### src/rtl/rst_stretch.sv
module rst_stretch #(
  parameter int SYS_LEN   = 512,
  parameter int RC_SOLO   = 142,
  parameter int TAIL_LEN  = 140,
  parameter int EXT_SOLO  = 141
) (
  input  logic       clk,
  input  logic       rst_n,
  input  logic       por_req,
  input  logic       pin_req,
  input  logic       wdt_req,
  input  logic       cfg_xclk_off,
  input  logic       cfg_pin_keep,
  input  logic       cfg_dbg_off,
  input  logic       sys_tick,
  input  logic       rc_tick,
  input  logic       ext_tick,
  output logic       core_rst,
  output logic [1:0] cause,
  output logic       pin_ignored
);
  localparam int M1   = (SYS_LEN > RC_SOLO) ? SYS_LEN : RC_SOLO;
  localparam int M2   = (TAIL_LEN > EXT_SOLO) ? TAIL_LEN : EXT_SOLO;
  localparam int MAXN = (M1 > M2) ? M1 : M2;
  localparam int CW   = $clog2(MAXN + 1);
  localparam logic [1:0] C_POR = 2'b01, C_PIN = 2'b10, C_WDT = 2'b11;

  typedef enum logic [1:0] {ST_HOLD, ST_SYS, ST_TAIL, ST_RUN} st_t;
  st_t st;
  logic [CW-1:0] cnt;
  logic          pin_d;

  wire pin_ok  = cfg_pin_keep & cfg_dbg_off;
  wire any_req = por_req | wdt_req | (pin_req & pin_ok);
  wire [1:0] prio = por_req ? C_POR : (wdt_req ? C_WDT : C_PIN);

  logic          need_sys;
  logic          tail_ext;
  logic [CW-1:0] tail_len;

  always_comb begin
    need_sys = 1'b0;
    tail_ext = ~cfg_xclk_off;
    tail_len = CW'(TAIL_LEN);
    case (cause)
      C_POR: begin
        if (!cfg_xclk_off)     tail_len = CW'(EXT_SOLO);
        else if (pin_ok)       tail_len = CW'(RC_SOLO);
        else                   need_sys = 1'b1;
      end
      C_PIN: tail_len = cfg_xclk_off ? CW'(TAIL_LEN) : CW'(EXT_SOLO);
      default: need_sys = 1'b1;
    endcase
  end

  wire tail_tick = tail_ext ? ext_tick : rc_tick;

  always_ff @(posedge clk or negedge rst_n) begin
    if (!rst_n) begin
      st          <= ST_HOLD;
      cnt         <= '0;
      cause       <= C_POR;
      pin_d       <= 1'b0;
      pin_ignored <= 1'b0;
    end else begin
      pin_d       <= pin_req;
      pin_ignored <= pin_req & ~pin_d & ~pin_ok;
      if (any_req) begin
        st    <= ST_HOLD;
        cnt   <= '0;
        cause <= prio;
      end else begin
        case (st)
          ST_HOLD: begin
            st  <= need_sys ? ST_SYS : ST_TAIL;
            cnt <= '0;
          end
          ST_SYS: if (sys_tick) begin
            if (cnt == CW'(SYS_LEN - 1)) begin
              st  <= ST_TAIL;
              cnt <= '0;
            end else cnt <= cnt + 1'b1;
          end
          ST_TAIL: if (tail_tick) begin
            if (cnt == tail_len - 1'b1) st <= ST_RUN;
            else cnt <= cnt + 1'b1;
          end
          default: ;
        endcase
      end
    end
  end

  assign core_rst = (st != ST_RUN);
endmodule

### config.mk
export PLATFORM = sky130hd
export DESIGN_NAME = rst_stretch
export DESIGN_NICKNAME = d
export VERILOG_FILES = /design/src/rtl/rst_stretch.sv
export SDC_FILE = /design/constraint.sdc
export NUM_CORES = 1
export LEC_CHECK = 0
export ABC_AREA = 1
export BUFFER_PORTS_ARGS = -buffer_cell sky130_fd_sc_hd__buf_2
export CAP_MARGIN = 25
export CORE_AREA = 5 5 57 59
export CTS_BUF_LIST = sky130_fd_sc_hd__clkbuf_16
export CTS_CLUSTER_DIAMETER = 30
export DETAILED_ROUTE_END_ITERATION = 10
export DIE_AREA = 0 0 62 64
export PLACE_DENSITY = 0.72
export REMOVE_ABC_BUFFERS = 1
export SLEW_MARGIN = 25
export SYNTH_ARGS = -nofsm -noshare
export SYNTH_HDL_FRONTEND = slang
export SYNTH_SLANG_ARGS = --single-unit
### constraint.sdc
create_clock -name clk -period 2.2 [get_ports clk]
set_input_delay 0.44 -clock clk [delete_from_list [all_inputs] [get_ports clk]]
set_output_delay 0.44 -clock clk [all_outputs]
set_load 0.01 [all_outputs]
[After elaboration in Yosys (flattened, before gate mapping)]
Cells that the tools add are included.
Cells by class
  add/sub/neg operators: 2
  multiply operators: 0
  div/mod/pow operators: 0
  $lt $le $gt $ge: 0
  eq/ne operators: 12
  shift operators: 0
  mux-type cells: 23
  bitwise logic cells: 8
  reductions and logical operators: 4
Operator list (count)
  two-way mux 10 bit: 5
  one-hot mux 10 bit (3 select lines): 1
  two-way mux 2 bit: 9
  != test 3 bit, second input constant: 5
  adder 10 x 1 -> 10 bit, second input constant: 1
  == test 10 bit: 1
  == test 10 x 9 -> 1 bit, second input constant: 1
  subtractor 10 x 1 -> 10 bit, second input constant: 1
  one-hot mux 2 bit (3 select lines): 1
  two-way mux 1 bit: 5
  AND reduction 5 bit: 1
  bitwise AND 1 bit: 4
  == test 2 x 1 -> 1 bit, second input constant: 2
  == test 2 bit, second input constant: 2
  one-hot mux 2 bit (2 select lines): 1
  AND reduction 4 bit: 1
  nonzero test 4 bit: 1
  zero test 2 bit: 1
  != test 2 bit, second input constant: 1
  inverter 1 bit: 2
  OR 1 bit: 2
  one-hot mux 1 bit (2 select lines): 1
Storage, ports and cells
  flip-flop bits (word level): 16
  latch bits: 0
  memory bits (writable): 0
  bits in read-only memories: 0
  bits of input ports: 11
  output and inout bits: 4
  word-level logic and storage cells: 54
  memories: 0

[Depth between registers and ports, before layout]
  depth in word-level cells: 10
  gate-level depth with buffers: 15
  gate-level depth less buffers: 15

[Least setup slack after synthesis]
No wires, ideal clock.
  path type: flip-flop to flip-flop
  from: register cause[0]
  to: register cnt[2]
  setup time: 125 ps
  arrival: 2128 ps
  data required time: 2075 ps
  path slack: -53 ps
  stages on the path, launching flop included: 14
  buffers on the path: 1
  clock period less this slack: 2253 ps
  cell sequence: dfstp_2 > inv_1 > ha_1 > nor2_1 > nand2_1 > ha_1 > inv_1 > nand2_1 > nand2_1 > nor2_2 > nand4_4 > nand2_8 > buf_12 > o21ai_1
Between the ends
  word-level cells in the longest chain between the ends: 6
  elaborated cells on any way between the ends: 7
  those cells by class: 1 x add/sub; 4 x eq/ne; 1 x mux; 1 x reduce/logical
Ends and longest elaborated chain
  start: declaration: RTL line 19  | output logic [1:0] cause,
  start signal: assignment: RTL line 71  | cause <= prio;
  == test 2 bit / == test 2 x 1 -> 1 bit (equally long branches): RTL line 45  | case (cause)
  one-hot mux 2 bit (2 select lines) *: RTL line 45
  subtractor 10 x 1 -> 10 bit *: RTL line 85  | if (cnt == tail_len - 1'b1) st <= ST_RUN;
  == test 10 bit *: RTL line 85
  != test 3 bit (no line) *
  AND reduction 4 bit (no line) *
  end signal: assignment: RTL line 82  | end else cnt <= cnt + 1'b1;
  end signal: assignment: RTL line 86  | else cnt <= cnt + 1'b1;
  end: declaration: RTL line 30  | logic [CW-1:0] cnt;
Mark *: on every way between the ends. The rest lies on a longest branch, timed or not.
A chain may end at the register's enable or synchronous reset.

[Worst setup path after layout]
  from: register cause[0]
  to: register cnt[5]
Same word-level chain as after synthesis.

==> impl_metrics.json <==
{
  "status": "finished clean",
  "rows": 19,
  "yosysTopAreaCellShare_pct": 28.8,
  "p_switching_mw": 0.252,
  "swShare_pct": 29.0,
  "rsz0062_at_grt": "yes",
  "arrival_ns": 2.30,
  "pin_count": 15,
  "drv_slew": 0,
  "pwr-share-seq_pct": 36.0,
  "drc": 0,
  "final_util_pct": 59.1,
  "io_buffers": 14,
  "power.internal_mw": 0.617,
  "dp_hpwl_um": 2200,
  "die_w_um": 62,
  "syn_to_final_growth_pct": 20.6,
  "dr.pass1.iters": 4,
  "grt_max_degree": 17,
  "yosysMostFrequentCell": "nand2_1",
  "setup_ws_ns": 0.0814,
  "peakVddDrop_mv": 0.411,
  "grt_pass1_vias": 1148,
  "fin_area_um2": 1570,
  "tightest_slew_ns": 0.495,
  "nets": 226,
  "coreArea_um2": 2660,
  "cp_max_fo": 7,
  "multi_input_area_um2": 861,
  "synth_warnings": 0,
  "clock_sinks": 16,
  "grt_util_all_layers_pct": 16.4,
  "leakagePower_nw": 0.754,
  "power_density_nw_per_um2": 552,
  "crit_path_start_kind": "flip-flop",
  "drtIter0Drc": 48,
  "yosysSeqAreaShare_pct": 30.8,
  "antenna_left": 0,
  "hold_path_class": "input port to async pin",
  "cts_tree": "done",
  "routedWlPerCell_um": 12.7,
  "setup_tns_ns": 0,
  "fmax_mhz": 472,
  "clk_path_buf_depth": 2,
  "path_clk_slew_ns": 0.05,
  "comb_power_share_pct": 22.9,
  "critPathKind": "flip-flop to flip-flop",
  "fillers": 253,
  "regArea_um2": 402,
  "antenna_found_initial": 0,
  "syn_inst": 185,
  "synth_seq_cells": 16,
  "gp_congestion": 0.846,
  "dieArea_um2": 3970,
  "routed_wl_um": 3000,
  "synth.largest_area_cell": "dfrtp_1",
  "grt_pass1_wl_um": 5020,
  "clk_latency_ns": 0.25,
  "pre_cts_slack_ns": -0.0914,
  "vias": 1256,
  "numCtsBuffers": 3,
  "async_flop_share_pct": 100,
  "fp.dieH_um": 64,
  "synth_area_leaders": "dfrtp_1 29%, nand2_1 15%, ha_1 7.7%",
  "drive_above_1_share_pct": 30.1,
  "placed_area_um2": 1410,
  "cts-htree-levels": 1,
  "overflow": 0,
  "required_ns": 2.38,
  "setup_viol": 0,
  "synth_cell_type_count": 27,
  "max-slew-margin-rel_pct": 66.9,
  "start_util_pct": 49.0,
  "netlist_area_um2": 1310,
  "synth_flop_cell": "dfrtp_1",
  "p_clk_share_pct": 41.1,
  "avgViaCountPerCell": 5.30,
  "cap_viol_max_count": 0,
  "syn_area_per_cell_um2": 7.05,
  "hold_violations": 0,
  "period_share_pct": 96.3,
  "end_kind": "flip-flop",
  "post-route-min-period_ns": 2.12,
  "antenna_cells": 0,
  "synth_edf_count": 0,
  "ys_top_cells_by_count": "52 x nand2_1, 20 x nor2_1, 19 x inv_1, 19 x nand3_1, 15 x dfrtp_1",
  "worst_clock_skew_ns": 0.00328,
  "rrSetupSlack_ns": 0.08,
  "root_buffer": "clkbuf_16"
}
critical path, stage by stage (launching register included):
cell	delay, ns
dfstp_2	0.53
inv_2	0.05
ha_4	0.21
nor2_1	0.08
nand3_1	0.12
ha_4	0.30
inv_2	0.03
nand2_2	0.05
nand2_2	0.06
nor2_4	0.13
nand4_4	0.19
nand2_4	0.19
nand2_2	0.06
nand2_2	0.06
metal layers:
metal,global-route usage [%],part of all wire (%),vias to the layer above
met5,0,0,-
met4,6.37,1.7,0
met3,2.41,4.5,5
met2,25.8,48,29
met1,22.2,45,575
li1,-,-,647
power by group through the flow:
stage / clock network (mW) / registers [mW] / logic (mW)
floorplan: 0 / 0.317 / 0.124
global placement: 0 / 0.317 / 0.172
detailed placement: 0 / 0.317 / 0.177
CTS: 0.367 / 0.312 / 0.184
global route: 0.382 / 0.314 / 0.225
finish: 0.357 / 0.313 / 0.199
worst paths after layout:
kind / from / depth (start not counted) / endpoint
setup reg to reg: cause[0]$_DFFE_PN1N_ / 13 / cnt[5]$_DFFE_PN0P_
max in group asynchronous: rst_n / 1 / cause[0]$_DFFE_PN1N_
setup / recovery: cause[0]$_DFFE_PN1N_ / 13 / cnt[5]$_DFFE_PN0P_
hold / removal: rst_n / 1 / st[1]$_DFFE_PN0P_
min in group clk: pin_req / 1 / pin_d$_DFF_PN0_
hold reg to reg: pin_d$_DFF_PN0_ / 1 / pin_ignored$_DFF_PN0_
flip-flops by register name, indices dropped and copies added, names as in the netlist:
register	count
cnt	10
st	2
pin_ignored	1
pin_d	1
cause	2
timing repair:
item	CTS	global route
resized for setup	4	12
buffers inserted	0	1
pin swaps	4	10
endpoints found under the setup margin	12	12
hold buffers	0	0
cloned	1	0
metrics by stage:
step	cells	hold slack (ns)	total power, mW
final	237	0.106	0.869
after global routing	237	0.140	0.921
after CTS	236	0.120	0.863
after detailed placement	231	0.384	0.494
after global placement	231	0.375	0.489
after floorplan	183	0.144	0.442
logic make-up (layout without fill, tap and decap cells):
kind of cell    count (synthesis)  after routing  share of synthesized area, %
buf+inv                        27             47                          9.11
flops                          16             16                          30.8
xor+xnor                        2              2                          1.34
simple gates                  117            118                          43.4
fa+ha+maj                       8              8                          7.67
compound gates                 15             15                          7.67
area by class of cell:
class	count	share of cell area [%]
inverters	25	5.96
flip-flops and latches	16	25.5
well taps	31	2.46
multi-input cells	143	54.7
clock buffers	3	4.77
clock inverters	1	0.238
repair buffers	18	6.36
layout by cell type (no fill, tap or decap), drive strengths merged, types with 3 or more instances in the layout:
cell type   n
nand2      63
inv        26
nor2       23
nand3      20
buf        18
dfrtp      15
nand4      10
ha          8
o21ai       7
a21oi       5
clkbuf      3
Note: power is estimated with default switching activity, not from simulation.
